<file path="src/rtl/kbc_pwr_pkg.sv">
package kbc_pwr_pkg;

    typedef enum logic [2:0] {
        PD_RUN,
        PD_SOFT,
        PD_HARD,
        PD_SETTLE,
        PD_RESUME
    } pd_state_e;

    typedef enum logic [1:0] {
        WK_NEXT,
        WK_IRQ,
        WK_ZERO
    } wake_cause_e;

    function automatic wake_cause_e write_cause(input logic irq_enabled);
        return irq_enabled ? WK_IRQ : WK_NEXT;
    endfunction

endpackage

</file>
<file path="src/rtl/pd_wake_capture.sv">
module pd_wake_capture (
    input  logic clk,
    input  logic rst_n,
    input  logic arm,
    input  logic host_wr,
    output logic pend
);
    logic pend_q;

    // Sticky while armed; cleared once the deep-sleep state is left.
    always_ff @(posedge clk or negedge rst_n) begin
        if (!rst_n)
            pend_q <= 1'b0;
        else if (arm)
            pend_q <= pend_q | host_wr;
        else
            pend_q <= 1'b0;
    end

    assign pend = pend_q;
endmodule

</file>
<file path="src/rtl/pd_settle_timer.sv">
module pd_settle_timer #(
    parameter int CNT_W = 8
) (
    input  logic             clk,
    input  logic             rst_n,
    input  logic             load,
    input  logic             run,
    input  logic [CNT_W-1:0] len,
    output logic             done
);
    localparam logic [CNT_W-1:0] CNT_ZERO = '0;
    localparam logic [CNT_W-1:0] CNT_ONE  = {{(CNT_W-1){1'b0}}, 1'b1};

    logic [CNT_W-1:0] cnt_q;

    always_ff @(posedge clk or negedge rst_n) begin
        if (!rst_n)
            cnt_q <= CNT_ZERO;
        else if (load)
            cnt_q <= len;
        else if (run && cnt_q != CNT_ZERO)
            cnt_q <= cnt_q - CNT_ONE;
    end

    assign done = (cnt_q == CNT_ZERO);
endmodule

</file>
<file path="src/rtl/pd_seq_fsm.sv">
module pd_seq_fsm
    import kbc_pwr_pkg::*;
(
    input  logic clk,
    input  logic rst_n,
    input  logic halt_stb,
    input  logic stop_stb,
    input  logic core_reset,
    input  logic host_wr,
    input  logic ibf_ie,
    input  logic osc_ok,
    input  logic wake_pend,
    input  logic settle_done,
    output logic arm_capture,
    output logic timer_load,
    output logic timer_run,
    output logic core_clk_en,
    output logic osc_en,
    output logic tmr_clk_en,
    output logic resume_irq,
    output logic resume_next,
    output logic resume_zero
);
    pd_state_e   state_q, state_d;
    wake_cause_e cause_q, cause_d;

    // Next-state and cause selection.
    always_comb begin
        state_d = state_q;
        cause_d = cause_q;
        unique case (state_q)
            PD_RUN: begin
                if (core_reset) begin
                    state_d = PD_RESUME;
                    cause_d = WK_ZERO;
                end else if (stop_stb) begin
                    state_d = PD_HARD;
                end else if (halt_stb) begin
                    state_d = PD_SOFT;
                end
            end
            PD_SOFT: begin
                if (core_reset) begin
                    state_d = PD_RESUME;
                    cause_d = WK_ZERO;
                end else if (host_wr) begin
                    state_d = PD_RESUME;
                    cause_d = write_cause(ibf_ie);
                end
            end
            PD_HARD: begin
                if (core_reset) begin
                    state_d = PD_SETTLE;
                    cause_d = WK_ZERO;
                end else if (wake_pend) begin
                    state_d = PD_SETTLE;
                    cause_d = write_cause(ibf_ie);
                end
            end
            PD_SETTLE: begin
                if (core_reset)
                    cause_d = WK_ZERO;
                if (settle_done && osc_ok)
                    state_d = PD_RESUME;
            end
            PD_RESUME: begin
                state_d = PD_RUN;
            end
            default: begin
                state_d = PD_RUN;
                cause_d = WK_NEXT;
            end
        endcase
    end

    // State register.
    always_ff @(posedge clk or negedge rst_n) begin
        if (!rst_n) begin
            state_q <= PD_RUN;
            cause_q <= WK_NEXT;
        end else begin
            state_q <= state_d;
            cause_q <= cause_d;
        end
    end

    // Moore outputs.
    always_comb begin
        core_clk_en = 1'b0;
        osc_en      = 1'b1;
        tmr_clk_en  = 1'b0;
        resume_irq  = 1'b0;
        resume_next = 1'b0;
        resume_zero = 1'b0;
        arm_capture = 1'b0;
        timer_run   = 1'b0;
        unique case (state_q)
            PD_RUN: begin
                core_clk_en = 1'b1;
                tmr_clk_en  = 1'b1;
            end
            PD_SOFT: begin
                tmr_clk_en  = 1'b1;
            end
            PD_HARD: begin
                osc_en      = 1'b0;
                arm_capture = 1'b1;
            end
            PD_SETTLE: begin
                timer_run   = 1'b1;
            end
            PD_RESUME: begin
                core_clk_en = 1'b1;
                tmr_clk_en  = 1'b1;
                resume_irq  = (cause_q == WK_IRQ);
                resume_next = (cause_q == WK_NEXT);
                resume_zero = (cause_q == WK_ZERO);
            end
            default: begin
                core_clk_en = 1'b0;
            end
        endcase
    end

    assign timer_load = (state_q == PD_HARD) && (state_d == PD_SETTLE);
endmodule

</file>
<file path="src/rtl/kbc_pwr_seq.sv">
module kbc_pwr_seq #(
    parameter int CNT_W = 8
) (
    input  logic             clk,
    input  logic             rst_n,
    input  logic             halt_stb,
    input  logic             stop_stb,
    input  logic             core_reset,
    input  logic             host_wr,
    input  logic             ibf_ie,
    input  logic             osc_ok,
    input  logic [CNT_W-1:0] settle_len,
    output logic             core_clk_en,
    output logic             osc_en,
    output logic             tmr_clk_en,
    output logic             resume_irq,
    output logic             resume_next,
    output logic             resume_zero
);
    logic arm_capture;
    logic wake_pend;
    logic timer_load;
    logic timer_run;
    logic settle_done;

    pd_wake_capture u_capture (
        .clk     (clk),
        .rst_n   (rst_n),
        .arm     (arm_capture),
        .host_wr (host_wr),
        .pend    (wake_pend)
    );

    pd_settle_timer #(.CNT_W(CNT_W)) u_timer (
        .clk   (clk),
        .rst_n (rst_n),
        .load  (timer_load),
        .run   (timer_run),
        .len   (settle_len),
        .done  (settle_done)
    );

    pd_seq_fsm u_fsm (
        .clk         (clk),
        .rst_n       (rst_n),
        .halt_stb    (halt_stb),
        .stop_stb    (stop_stb),
        .core_reset  (core_reset),
        .host_wr     (host_wr),
        .ibf_ie      (ibf_ie),
        .osc_ok      (osc_ok),
        .wake_pend   (wake_pend),
        .settle_done (settle_done),
        .arm_capture (arm_capture),
        .timer_load  (timer_load),
        .timer_run   (timer_run),
        .core_clk_en (core_clk_en),
        .osc_en      (osc_en),
        .tmr_clk_en  (tmr_clk_en),
        .resume_irq  (resume_irq),
        .resume_next (resume_next),
        .resume_zero (resume_zero)
    );
endmodule

</file>
<file path="config.mk">
export PLATFORM = sky130hd
export DESIGN_NAME = kbc_pwr_seq
export DESIGN_NICKNAME = d
export VERILOG_FILES = /design/src/rtl/kbc_pwr_pkg.sv /design/src/rtl/pd_wake_capture.sv /design/src/rtl/pd_settle_timer.sv /design/src/rtl/pd_seq_fsm.sv /design/src/rtl/kbc_pwr_seq.sv
export SDC_FILE = /design/constraint.sdc
export NUM_CORES = 1
export LEC_CHECK = 0
export ABC_AREA = 1
export BUFFER_PORTS_ARGS = -buffer_cell sky130_fd_sc_hd__buf_4
export CAP_MARGIN = 10
export CORE_ASPECT_RATIO = 1.25
export CORE_MARGIN = 1.5
export CORE_UTILIZATION = 48
export DETAILED_ROUTE_END_ITERATION = 12
export PLACE_DENSITY = 0.74
export RECOVER_POWER = 50
export SLEW_MARGIN = 20
export SYNTH_ARGS = -nofsm -noshare
export SYNTH_HDL_FRONTEND = slang
export SYNTH_HIERARCHICAL = 1
export SYNTH_SLANG_ARGS = --single-unit
</file>
<file path="constraint.sdc">
create_clock -name clk -period 1.6 [get_ports clk]
set_input_delay 0.08 -clock clk [delete_from_list [all_inputs] [get_ports clk]]
set_output_delay 0.08 -clock clk [all_outputs]
set_load 0.01 [all_outputs]
</file>
==> impl_metrics.toml, run 1 <==
[worst_setup_path]
path_common_cell = "inv_1"
cp_slowest_stage_delay_ns = 0.45
critPathCaptureType = "output pin"
crit_path_cell_trace = "inv_1, nand2_1, nor2_4, inv_1, nor3_1, buf_4"
critPathArrivalTime_ns = 1.45
worstSetupPathType = "flop to output pin"
worstPathMaxFanout = 5
critPathSlowestCell = "dfrtp_2"
rr_worst_depth = 8
cp-start-kind = "flop"
cp.required_ns = 1.52

[cts]
cts.root.buffer_cell = "clkbuf_4"
cts_max_path_buffers = 2
clock-sinks = 14
clkLatencyLatePin_ns = 0.28
numCtsBuffers = 3
tritoncts = "built"
htree_num_levels = 1
clkTransAtPathRegs_ns = 0.09

[job]
drv_cap = 0

[detailed_routing]
detail-route-antenna-nets = 0
drcViolationCount = 4
firstDrtPassIters = 8
vias = 1099
drt_wl_total_um = 2620
routed_via_density = 5.26
drt_iter0_markers = 26
wire_per_inst_um = 12.5

[placed_design]
portBuffers = 21
dp.cells = 203
pre_cts_ws_ns = 0.106
dpl_cell_area_sq_um = 1230
hpwl_um = 1930
routabilityCongestion = 0.855

[layout]
drive_gt1_share_pct = 24.9
synthToLayoutAreaGrowth_pct = 25.0
finalNetCount = 208
stdcell_count = 209
antenna_cells = 0
post-route-util_pct = 64.6
final_cell_area_sq_um = 1290

[logic_synthesis]
ys_seq_area_share_pct = 33.8
synth_cell_type_count = 22
synth_warnings = 6
syn_nets = 179
ys_ff_latch = 14
yosysTopAreaCellShare_pct = 33.8
synth_top_cell_by_area = "dfrtp_1"
syn_inst = 161
synth_area_per_cell_sq_um = 6.43
synth.area.top_cells = "dfrtp_1, nand2_1, nand3_1, inv_1, nor2_1"
synth_area_sq_um = 1040

[sta]
period_needed_ns = 1.53
drv_slew = 0
clock_skew_ns = 0.00439
finalSetupViolCount = 0
grt_setup_unrepaired = "true"
tightest_slew_ns = 0.802
finalHoldViolCount = 0
fmax_mhz = 655
relSlewSlack_pct = 46.5
setup_ws_ns = 0.0732
post-route-period-util_pct = 95.4

[pwr]
p_leak_nw = 0.701
ir_worst_vdd_uv = 923
powerDensity_nw_per_um2 = 1820

[outcome]
violations = "design-rule violations"
run_status = "complete, but fails checks"

[die]
io_pins = 22
core_area_sq_um = 2000
dieArea_sq_um = 2450
die_y_um = 54.9
start_util_pct = 51.7
chipWidth_um = 44.6
num_rows = 18

[global_routing]
antenna_found_initial = 0
grt_pass1_wl_um = 4240
grt_max_degree = 15
track_usage_pct = 24.2
overflow = 0
grt_pass1_vias = 1042

[min_path]
whs_path_depth = 3
hp-class = "input pin to flop"
==> cell usage after synthesis <==
master	n
nand2_1	53
ha_1	2
nor3_1	2
inv_1	25
nor2_2	5
nand4_1	3
a21oi_1	5
inv_2	1
nand2_2	2
dfrtp_1	14
o21ai_4	1
nand2_4	1
o21ai_1	2
o211ai_1	1
o21ai_0	5
nand3_1	19
nor2_1	14
nor2_4	1
nand3_2	2
clkinv_2	1
clkbuf_1	1
xnor2_1	1
==> worst paths after layout <==
| kind | from | to | slack [ns] |
|---|---|---|---|
| hold reg to reg | u_capture/pend | u_capture/pend | 0.52 |
| setup / recovery | u_fsm/state_q[1] | resume_irq | 0.07 |
| setup reg to reg | u_fsm/state_q[2] | u_timer/cnt_q[0] | 0.09 |
| hold / removal | settle_len[6] | u_timer/cnt_q[6] | 0.02 |
| min in group asynchronous | rst_n | u_capture/pend | 0.39 |
| max in group asynchronous | rst_n | u_fsm/state_q[0] | 0.67 |
==> sequential cells by signal (all words and copies together), names as in the netlist <==
signal          cells
u_timer/cnt_q       8
u_capture/pend      1
u_fsm/cause_q       2
u_fsm/state_q       3
==> kinds of logic (layout without fill, tap and decap cells) <==
logic type,after synthesis,in the layout,share of synthesized area [%]
compound gates,14,14,8.09
xor+xnor,1,1,0.846
fa+ha+maj,2,2,2.42
buf+inv,28,56,10.3
flops,14,14,33.8
simple gates,102,102,44.6
==> layout by cell type (no fill, tap or decap), drive strengths merged <==
cell type / synthesis / layout
nand2: 56 / 56
inv: 26 / 26
buf: 0 / 23
nand3: 21 / 21
nor2: 20 / 20
dfrtp: 14 / 14
o21ai: 8 / 8
a21oi: 5 / 5
clkbuf: 1 / 5
nand4: 3 / 3
ha: 2 / 2
nor3: 2 / 2
dlygate4sd3: 0 / 1
o211ai: 1 / 1
clkinv: 1 / 1
xnor2: 1 / 1
==> report_power, final <==
group          internal, mW  switching (mW)
Clock                 0.139           0.123
Combinational         0.529           0.863
Sequential            0.516           0.181
==> metrics by stage <==
| step | hold WS (ns) | power (mW) | TNS, ns |
|---|---|---|---|
| finish | 0.0159 | 2.35 | 0 |
| detailed placement | -0.0545 | 2.01 | 0 |
| CTS | 0.00616 | 2.30 | 0 |
| floorplan | -0.216 | 1.63 | 0 |
| global placement | -0.0615 | 1.95 | 0 |
| global route | 0.00584 | 2.59 | -0.0184 |
==> critical path, delay by kind of cell, from the launching register on <==
family	cells	cell delay [ns]
DFF	1	0.45
and+or+nand+nor	3	0.39
buffers and inverters	3	0.33
==> cell type report <==
type | count | area (sq um)
clock buffer | 4 | 36.3
multi-input combinational | 119 | 592
fill | 203 | 709
sequential | 14 | 353
timing repair buffer | 25 | 186
tap | 20 | 25.0
inverter | 27 | 103
==> per-layer routing <==
layer / global-route usage, % / wire (um) / up-vias
met2: 45.2 / 1450 / 32
met1: 25.9 / 1050 / 501
met3: 3.90 / 106 / 4
met5: 0 / 0 / -
li1: - / - / 562
met4: 12.6 / 12 / 0
==> repair_timing <==
item	4_1_cts	5_1_grt
hold endpoints to repair	14	0
endpoints found under the setup margin	0	5
resized for setup	0	7
hold buffers	1	0
setup buffers	0	1
Power figures use the tool's default switching activity.
==> run 2, diff against run 1 <==
- CTS_CLUSTER_SIZE: default -> 25
- SYNTH_HIERARCHICAL: 1 -> default
==> run 2 against run 1 <==
The run still ends with design-rule violations left. First-iteration DRC count decreased by 35%. Synthesized cell count decreased by 5.6%. Sequential power increased by 3%. Synthesized area increased by 0.72%. Utilization decreased by 1.3 points. Global-route usage decreased by 0.83 points. Total power decreased by 6.2%. Worst setup slack improved by 0.088 ns. Clock power decreased by 2%.
==> impl_metrics.toml, run 2 <==
[outcome]
run_status = "complete, but fails checks"
violations = "design-rule violations"

[sta]
relSlewSlack_pct = 47.4
tightest_slew_ns = 0.789
post-route-period-util_pct = 89.9
setup_ws_ns = 0.162
finalHoldViolCount = 0
setup-tns-final_ns = 0
period_needed_ns = 1.44
fmax_mhz = 695
grt_setup_unrepaired = "false"
drv_slew = 0
clock_skew_ns = 0.00363
finalSetupViolCount = 0

[logic_synthesis]
synth.area.top_cells = "dfrtp_1, nand2_1, nand3_1, inv_1, nor2_1"
syn_nets = 170
synth_edf_count = 0
synth_area_sq_um = 1040
synth_area_per_cell_sq_um = 6.87
synth_common_cells = "nand2_1, nand3_1, inv_1"
syn_inst = 152
synthMostInstantiatedCell = "nand2_1"
yosysTopAreaCellShare_pct = 33.6
synth_warnings = 0
ys_ff_latch = 14
synthArstFlopShare_pct = 100
ys_seq_area_share_pct = 33.6
synth_top_cell_by_area = "dfrtp_1"
synth_cell_type_count = 22
synthFlopType = "dfrtp_1"

[cts]
cts.root.buffer_cell = "clkbuf_4"
htree_num_levels = 1
clock-sinks = 14
numCtsBuffers = 3
cts_max_path_buffers = 2
clkTransAtPathRegs_ns = 0.09
tritoncts = "built"
postCtsSetupBuffers = 0
clkLatencyLatePin_ns = 0.28

[global_routing]
antenna_found_initial = 0
grt_pass1_wl_um = 4130
grt_max_degree = 15
grt_pass1_vias = 1007
track_usage_pct = 23.4
overflow = 0

[worst_setup_path]
critPathCaptureType = "flop"
worstSetupPathType = "flop to flop"
rr_worst_depth = 8
reg2reg_from = "u_timer.cnt_q[0]"
r2r_slack_ns = 0.16
cp.required_ns = 1.83
r2r_end = "u_timer.cnt_q[3]"
worstPathMaxFanout = 6
cp_slowest_stage_delay_ns = 0.40
critPathArrivalTime_ns = 1.67
cp-start-kind = "flop"
crit_path_cell_trace = "inv_1, ha_1, nand2_1, nor2_4, nor2_4, nor2_4, nand2_1, nand2_1"
critPathSlowestCell = "dfrtp_1"

[detailed_routing]
wire_per_inst_um = 11.8
drt_wl_total_um = 2330
detail-route-antenna-nets = 0
routed_via_density = 5.31
drcViolationCount = 2
firstDrtPassIters = 8
drt_iter0_markers = 17
vias = 1051

[placed_design]
dp.cells = 193
pre_cts_ws_ns = 0.175
portBuffers = 21
routabilityCongestion = 0.896
hpwl_um = 1880

[layout]
final_cell_mix = "nand2_1, nand3_1, buf_4"
drive_gt1_share_pct = 23.6
finalNetCount = 197
stdcell_count = 198
largest_register_ffs = 8
post-route-util_pct = 63.3
reg.largest.list = "u_timer.cnt_q (8), u_fsm.state_q (3), u_fsm.cause_q (2)"
synthToLayoutAreaGrowth_pct = 21.6
n_fill_cell = 193
largest_register = "u_timer.cnt_q"
final_common_cell = "nand2_1"
antenna_cells = 0

[pwr]
p_leak_nw = 0.665
ir_worst_vdd_uv = 1040
powerDensity_nw_per_um2 = 1740
finalPower_mw = 2.21

[die]
io_pins = 22
num_rows = 18
die_y_um = 55.1
start_util_pct = 52.1
core_area_sq_um = 2000
dieArea_sq_um = 2460
chipWidth_um = 44.7

[min_path]
whs_path_depth = 3
min_from = "settle_len[6]"
hp-class = "input pin to flop"
min_to = "u_timer.cnt_q[6]"

[job]
drv_cap = 0
run 2: critical path, delay by kind of cell (launching register included):
family	cells	cell delay (ns)
adder cells (fa/ha/maj)	1	0.17
buffers and inverters	1	0.16
flip-flops	1	0.40
AND/OR/NAND/NOR	6	0.65
run 2: what timing repair did:
action                                 4_1_cts  5_1_grt
endpoints found under the hold margin       14        0
hold buffers                                 1        0
gates resized for setup                      0        1
setup endpoints to repair                    0        4
run 2: how the worst max path moves through the flow:
stage                      from          endpoint  slack, ns  cells past startpoint
2_1_floorplan  u_timer.cnt_q[0]  u_timer.cnt_q[3]       0.32                      7
3_3_place_gp   u_timer.cnt_q[0]  u_timer.cnt_q[3]       0.24                      7
3_5_place_dp   u_timer.cnt_q[0]  u_timer.cnt_q[3]       0.17                      7
4_1_cts        u_fsm.state_q[1]       resume_next       0.15                      4
5_1_grt        u_timer.cnt_q[0]  u_timer.cnt_q[3]       0.02                      8
6_report       u_timer.cnt_q[0]  u_timer.cnt_q[3]       0.16                      8
run 2: final cells by class:
| cell class | instances | area, sq um | area share, % |
|---|---|---|---|
| Clock buffer | 4 | 36.3 | 2.86 |
| Inverter | 20 | 75.1 | 5.92 |
| Multi-Input combinational cell | 118 | 626 | 49.3 |
| Sequential cell | 14 | 350 | 27.6 |
| Tap cell | 20 | 25.0 | 1.97 |
| Timing Repair Buffer | 22 | 156 | 12.3 |
run 2: through the flow:
| stage | area, sq um | hold WS (ns) |
|---|---|---|
| 2_1_floorplan | 1040 | -0.216 |
| 3_3_place_gp | 1230 | -0.0615 |
| 3_5_place_dp | 1230 | -0.0590 |
| 4_1_cts | 1270 | 0.00784 |
| 5_1_grt | 1270 | 0.00598 |
| 6_report | 1270 | 0.00754 |
run 2: metal layers:
layer | track usage, % | vias to the layer above | part of all wire (%)
met1 | 24.7 | 472 | 39
met5 | 0 | - | 0
met4 | 10.1 | 0 | 1.5
met3 | 2.92 | 4 | 4.4
met2 | 45.7 | 31 | 55
li1 | - | 544 | -
run 2: power by group:
group | internal (mW) | switching [mW]
logic | 0.457 | 0.775
clock network | 0.139 | 0.119
registers | 0.512 | 0.205
total | 1.11 | 1.10
run 2: kinds of logic (layout without fill, tap and decap cells):
logic type	count (synthesis)	count (layout)	share of synthesized area (%)
compound gates	13	13	7.19
xor+xnor	1	1	0.839
simple gates	102	102	48.8
fa+ha+maj	2	2	2.40
flops	14	14	33.6
buf+inv	20	46	7.19
